[config.mk]
export PLATFORM = sky130hd
export DESIGN_NAME = svc_poll_ctx
export DESIGN_NICKNAME = d
export VERILOG_FILES = /design/src/rtl/svc_pkg.sv /design/src/rtl/svc_req_latch.sv /design/src/rtl/svc_ctx_fsm.sv /design/src/rtl/svc_read_mux.sv /design/src/rtl/svc_poll_ctx.sv
export SDC_FILE = /design/constraint.sdc
export NUM_CORES = 1
export LEC_CHECK = 0
export BUFFER_PORTS_ARGS = -buffer_cell sky130_fd_sc_hd__buf_2
export CAP_MARGIN = 0
export CELL_PAD_IN_SITES_DETAIL_PLACEMENT = 0
export CELL_PAD_IN_SITES_GLOBAL_PLACEMENT = 1
export CORE_UTILIZATION = 41
export CTS_CLUSTER_DIAMETER = 120
export DETAILED_ROUTE_END_ITERATION = 16
export GPL_ROUTABILITY_DRIVEN = 0
export HOLD_SLACK_MARGIN = 0.1
export PLACE_DENSITY = 0.9
export SLEW_MARGIN = 20
export SYNTH_ARGS = -nofsm -noshare
export SYNTH_HDL_FRONTEND = slang
export SYNTH_SLANG_ARGS = --single-unit
export TNS_END_PERCENT = 5
[constraint.sdc]
create_clock -name clk -period 4 [get_ports clk]
set_input_delay 0.2 -clock clk [delete_from_list [all_inputs] [get_ports clk]]
set_output_delay 0.2 -clock clk [all_outputs]
set_load 0.02 [all_outputs]
[src/rtl/svc_pkg.sv]
package svc_pkg;
    localparam int NTYPE = 3;
    localparam int DW    = 8;

    typedef enum logic [1:0] {
        T_RX  = 2'd0,
        T_TX  = 2'd1,
        T_MDM = 2'd2
    } svc_type_e;

    typedef enum logic {
        S_IDLE  = 1'b0,
        S_SERVE = 1'b1
    } ctx_state_e;

    localparam logic [2:0] A_STATUS = 3'd0;
    localparam logic [2:0] A_RXREQ  = 3'd1;
    localparam logic [2:0] A_TXREQ  = 3'd2;
    localparam logic [2:0] A_MDMREQ = 3'd3;
    localparam logic [2:0] A_CAR    = 3'd4;
    localparam logic [2:0] A_VIEW   = 3'd5;

    localparam logic [DW-1:0] VIEW_UNDEF = 8'hFF;

    function automatic logic [2:0] type_code(input int t);
        return 3'(1 << t);
    endfunction
endpackage

[src/rtl/svc_req_latch.sv]
module svc_req_latch
    import svc_pkg::*;
#(
    parameter int         NCH  = 4,
    parameter logic [2:0] CODE = 3'b001
) (
    input  logic           clk,
    input  logic           rst_n,
    input  logic [NCH-1:0] chan_req,
    input  logic           release_i,
    input  logic           open_i,
    output logic           valid_o,
    output logic [1:0]     chan_o,
    output logic [DW-1:0]  reg_o
);
    localparam int CHW = (NCH > 1) ? $clog2(NCH) : 1;

    logic           valid_q;
    logic [CHW-1:0] chan_q;
    logic [CHW-1:0] pick;
    logic           any_req;

    // lowest-numbered requesting channel wins
    always_comb begin
        pick = '0;
        for (int i = NCH - 1; i >= 0; i--) begin
            if (chan_req[i]) pick = CHW'(i);
        end
    end

    assign any_req = |chan_req;

    always_ff @(posedge clk or negedge rst_n) begin
        if (!rst_n) begin
            valid_q <= 1'b0;
            chan_q  <= '0;
        end else if (release_i) begin
            valid_q <= 1'b0;
        end else if (!valid_q && any_req) begin
            valid_q <= 1'b1;
            chan_q  <= pick;
        end
    end

    assign valid_o = valid_q;
    assign chan_o  = 2'(chan_q);
    assign reg_o   = valid_q ? {1'b1, open_i, 1'b0, CODE, 2'(chan_q)} : '0;
endmodule

[src/rtl/svc_ctx_fsm.sv]
module svc_ctx_fsm
    import svc_pkg::*;
(
    input  logic             clk,
    input  logic             rst_n,
    input  logic             car_wr,
    input  logic [DW-1:0]    wdata,
    input  logic [NTYPE-1:0] hit,
    input  logic             end_match,
    output logic             active_o,
    output logic             close_o,
    output svc_type_e        type_o,
    output logic [1:0]       chan_o,
    output logic [DW-1:0]    car_o
);
    ctx_state_e state_q, state_d;
    svc_type_e  type_q;
    logic [1:0] chan_q;
    logic [DW-1:0] car_q;
    logic       do_switch;
    logic       do_close;
    svc_type_e  hit_type;

    always_comb begin
        hit_type = T_RX;
        if (hit[1]) hit_type = T_TX;
        if (hit[2]) hit_type = T_MDM;
    end

    always_comb begin
        state_d   = state_q;
        do_switch = 1'b0;
        do_close  = 1'b0;
        unique case (state_q)
            S_IDLE: begin
                if (car_wr && (|hit)) begin
                    do_switch = 1'b1;
                    state_d   = S_SERVE;
                end
            end
            S_SERVE: begin
                if (car_wr && end_match) begin
                    do_close = 1'b1;
                    state_d  = S_IDLE;
                end
            end
        endcase
    end

    always_ff @(posedge clk or negedge rst_n) begin
        if (!rst_n) state_q <= S_IDLE;
        else        state_q <= state_d;
    end

    always_ff @(posedge clk or negedge rst_n) begin
        if (!rst_n) begin
            type_q <= T_RX;
            chan_q <= '0;
            car_q  <= '0;
        end else if (do_switch) begin
            type_q <= hit_type;
            chan_q <= wdata[1:0];
            car_q  <= wdata;
        end
    end

    always_comb begin
        active_o = (state_q == S_SERVE);
        close_o  = do_close;
        type_o   = type_q;
        chan_o   = chan_q;
        car_o    = active_o ? car_q : '0;
    end
endmodule

[src/rtl/svc_read_mux.sv]
module svc_read_mux
    import svc_pkg::*;
(
    input  logic [2:0]       addr,
    input  logic [NTYPE-1:0] pending,
    input  logic [DW-1:0]    rx_reg,
    input  logic [DW-1:0]    tx_reg,
    input  logic [DW-1:0]    mdm_reg,
    input  logic [DW-1:0]    car_val,
    input  logic             active,
    input  logic [2:0]       ctx_code,
    input  logic [1:0]       ctx_chan,
    output logic [DW-1:0]    rdata
);
    always_comb begin
        rdata = '0;
        unique case (addr)
            A_STATUS: rdata = {{(DW-NTYPE){1'b0}}, pending};
            A_RXREQ:  rdata = rx_reg;
            A_TXREQ:  rdata = tx_reg;
            A_MDMREQ: rdata = mdm_reg;
            A_CAR:    rdata = car_val;
            A_VIEW:   rdata = active ? {3'b000, ctx_code, ctx_chan} : VIEW_UNDEF;
            default:  rdata = '0;
        endcase
    end
endmodule

[src/rtl/svc_poll_ctx.sv]
module svc_poll_ctx
    import svc_pkg::*;
#(
    parameter int NCH = 4
) (
    input  logic           clk,
    input  logic           rst_n,
    input  logic [NCH-1:0] rx_chan_req,
    input  logic [NCH-1:0] tx_chan_req,
    input  logic [NCH-1:0] mdm_chan_req,
    input  logic           cpu_we,
    input  logic [2:0]     cpu_addr,
    input  logic [7:0]     cpu_wdata,
    output logic [7:0]     cpu_rdata,
    output logic           rx_req_n,
    output logic           tx_req_n,
    output logic           mdm_req_n,
    output logic           ctx_active,
    output logic [1:0]     ctx_type,
    output logic [1:0]     ctx_chan
);
    logic [NCH-1:0]   req_in [NTYPE];
    logic [DW-1:0]    req_reg [NTYPE];
    logic [NTYPE-1:0] valid;
    logic [1:0]       lchan [NTYPE];
    logic [NTYPE-1:0] hit;
    logic [NTYPE-1:0] rel;
    logic [NTYPE-1:0] open_t;
    logic             car_wr;
    logic             close;
    logic             end_match;
    svc_type_e        cur_type;
    logic [DW-1:0]    car_val;
    logic [DW-1:0]    cur_reg;

    assign req_in[0] = rx_chan_req;
    assign req_in[1] = tx_chan_req;
    assign req_in[2] = mdm_chan_req;
    assign car_wr    = cpu_we && (cpu_addr == A_CAR);

    for (genvar t = 0; t < NTYPE; t++) begin : g_type
        assign open_t[t] = ctx_active && (cur_type == svc_type_e'(t));
        assign rel[t]    = close && open_t[t];
        assign hit[t]    = valid[t] && (cpu_wdata == req_reg[t]);

        svc_req_latch #(
            .NCH  (NCH),
            .CODE (type_code(t))
        ) u_latch (
            .clk       (clk),
            .rst_n     (rst_n),
            .chan_req  (req_in[t]),
            .release_i (rel[t]),
            .open_i    (open_t[t]),
            .valid_o   (valid[t]),
            .chan_o    (lchan[t]),
            .reg_o     (req_reg[t])
        );
    end

    always_comb begin
        cur_reg = req_reg[0];
        if (cur_type == T_TX)  cur_reg = req_reg[1];
        if (cur_type == T_MDM) cur_reg = req_reg[2];
    end

    assign end_match = (cpu_wdata == {2'b00, cur_reg[5:0]});

    svc_ctx_fsm u_fsm (
        .clk       (clk),
        .rst_n     (rst_n),
        .car_wr    (car_wr),
        .wdata     (cpu_wdata),
        .hit       (hit),
        .end_match (end_match),
        .active_o  (ctx_active),
        .close_o   (close),
        .type_o    (cur_type),
        .chan_o    (ctx_chan),
        .car_o     (car_val)
    );

    svc_read_mux u_rd (
        .addr     (cpu_addr),
        .pending  (valid),
        .rx_reg   (req_reg[0]),
        .tx_reg   (req_reg[1]),
        .mdm_reg  (req_reg[2]),
        .car_val  (car_val),
        .active   (ctx_active),
        .ctx_code (cur_reg[4:2]),
        .ctx_chan (ctx_chan),
        .rdata    (cpu_rdata)
    );

    assign ctx_type  = cur_type;
    assign rx_req_n  = ~valid[0];
    assign tx_req_n  = ~valid[1];
    assign mdm_req_n = ~valid[2];

    logic unused_ok;
    assign unused_ok = ^{lchan[0], lchan[1], lchan[2]};
endmodule

==> results.yml <==
finish:
  drive_gt1_frac: 0.2876
  stdcell_count: 274
  final_nets: 253
  final_common_cell: "buf_2"
  mostFrequentLayoutCells: "buf_2 (41), dfrtp_1 (20), a21oi_1 (19), nor2_1 (15), nand2_1 (12)"
  final_util: 0.5051
  finalInstanceArea_um2: 1877
  n_fill_cell: 370
  area_growth_pct: 16.55
  diodes: 0
power_and_ir_drop:
  power.density_nw_per_um2: 280.6
  power_uw: 526.6
  vdd_drop_max_uv: 129.4
  pwr-share-clk: 0.402
  internal_power_uw: 381.8
  switching_share: 0.2748
  switchingPower_uw: 144.7
  combinationalPowerShare: 0.186
  p_leak_nw: 0.8754
  p_seq_frac: 0.412
timing:
  hold_violations: 0
  finClkSkew_ps: 0.9532
  setup_viol: 0
  setup_tns_ps: 0
  rsz0062_at_grt: "false"
  holdWs_ps: 245.5
  fmax_ghz: 0.3581
  fin_ws_ps: 1207
  relSlewSlack: 0.3775
  slew_viol_final: 0
  timing_worst_slew_pin_value_ps: 933.8
  period_share: 0.6982
  fin_crit_ps: 2793
floorplanning:
  die_w_um: 64.67
  fp-row-count: 22
  ios: 42
  start_util: 0.4333
  core_um2: 3716
  die_height_um: 64.67
  die_area_um2: 4182
routing:
  wirelength_mm: 4.290
  drtPass1Iterations: 4
  vias: 1578
  routedWlPerCell_um: 15.66
  drtIter0Drc: 96
  drtAntennaViolNets: 0
  vias_per_cell: 5.759
  drc_errors: 0
clock_network:
  cts.clk_slew.worst_paths_ps: 80
  numClockSinks: 20
  htreeDepth: 1
  cts-root-buf: "clkbuf_8"
  holdBufCountCts: 1
  cts_buffer_depth: 2
  numCtsBuffers: 3
  cts_setup_buffers: 0
  insertion_delay_ps: 270
  cts_tree: "yes"
  cts.repair.resized: 0
logic_synthesis:
  avgSynthCellArea_um2: 8.343
  synth_edf_count: 0
  syn_inst: 193
  synth-seq-area-share: 0.3108
  synth_nets: 219
  dominantRegCellSynth: "dfrtp_1"
  synth_cell_types: 51
  yosysWarnings: 0
  async_flop_share: 1.000
  synth_area_um2: 1610
  synth-seq-cells: 20
setup_path:
  path_max_fanout: 18
  rrSetupSlack_ps: 1210
  cp-start-kind: "register"
  rr_startpoint: "u_fsm.active_o"
  crit_arrival_ps: 2950
  reg2reg_to: "u_fsm.type_o[0]"
  crit_type: "register to register"
  required_ps: 4160
  rr_worst_depth: 6
  end_kind: "register"
hold_path:
  min_from: "mdm_chan_req[3]"
  min-delay-path-class: "input pin to register"
  min_to: "g_type[2].u_latch.valid_o"
  hold_depth: 3
global_route:
  grt_usage: 0.2277
  grt_max_degree: 21
  grt_first_pass_wirelength_mm: 7.203
  antenna_found_initial: 0
  gr-total-overflow: 0
  grt_pass1_vias: 1441
placement:
  placed_area_um2: 1795
  hpwl_mm: 3.263
  dp_slack_ps: 1285
  port_buffers: 41
  dp.cells: 269
status:
  status: "finished clean"
job:
  cap_violations: 0
layer usage:
layer | vias up | wire length [um] | global-route usage
met5 | - | 0 | 0
met4 | 0 | 60 | 0.06389
met3 | 6 | 237 | 0.03697
met2 | 55 | 1885 | 0.3474
met1 | 731 | 2106 | 0.3297
li1 | 786 | - | -
layout make-up:
class	count	area (um^2)	share of cell area
well taps	48	60.06	0.03200
clock inverters	1	30.03	0.01600
clock buffers	3	41.29	0.02200
flip-flops and latches	20	500.5	0.2667
multi-input cells	149	988.4	0.5267
inverters	11	41.29	0.02200
repair buffers	42	215.2	0.1147
worst max-delay path, stage by stage, from the launching register on:
cell and delay [ps]:
dfrtp_1 660, nor3b_1 460, xor2_1 110, nor4_1 210
a31oi_1 90, a21oi_1 730, mux2_2 420
Yosys cell counts, types with 2 or more instances:
cell type	number	area (um^2)
clkbuf_1	4	15.01
nor2b_1	5	31.28
mux2_2	7	78.83
nor3_1	3	15.01
a211oi_1	4	30.03
buf_2	3	15.01
nand3b_1	2	15.01
and2_1	3	18.77
nand2_1	12	45.04
nor2_1	15	56.30
buf_6	2	22.52
nor4_1	5	31.28
nand4_1	2	12.51
buf_4	3	22.52
a21oi_1	19	95.09
xnor2_1	4	35.03
dfrtp_1	20	500.5
xor2_1	6	52.55
o32a_2	4	45.04
nand3_1	9	45.04
inv_1	10	37.54
a32oi_1	2	17.52
o221ai_1	2	17.52
nand2b_1	2	12.51
o22ai_1	3	18.77
a31oi_1	6	37.54
nor3b_1	2	15.01
o21ai_0	11	55.05
sequential cells by signal (all words and copies together) (netlist names):
name                    flops
u_fsm.car_q                 8
g_type.u_latch.chan_o       6
g_type.u_latch.valid_o      3
u_fsm.active_o              1
u_fsm.type_o                2
kinds of logic after synthesis:
kind of cell,after synthesis,synth area share
AND/OR/NAND/NOR,70,0.2409
AO/OA/AOI/OAI,61,0.2595
buffers and inverters,24,0.07536
flip-flops,20,0.3108
XOR/XNOR,11,0.06449
multiplexers,7,0.04895
worst max-delay path by stage:
stage	end	slack [ps]	from
3_3_place_gp	u_fsm.car_q[4]	1380	u_fsm.active_o
3_5_place_dp	u_fsm.car_q[4]	1280	u_fsm.active_o
4_1_cts	u_fsm.type_o[0]	1210	u_fsm.active_o
2_1_floorplan	u_fsm.car_q[1]	1900	u_fsm.active_o
6_report	u_fsm.type_o[0]	1210	u_fsm.active_o
5_1_grt	u_fsm.type_o[1]	970	u_fsm.active_o
power groups by stage:
stage | clock (mW) | sequential, mW | combinational [mW]
global placement | 0 | 0.220 | 0.0973
global route | 0.227 | 0.218 | 0.109
detailed placement | 0 | 0.220 | 0.0970
floorplan | 0 | 0.217 | 0.0634
finish | 0.212 | 0.217 | 0.0981
CTS | 0.216 | 0.217 | 0.0982
(Power assumes the default switching activity.)
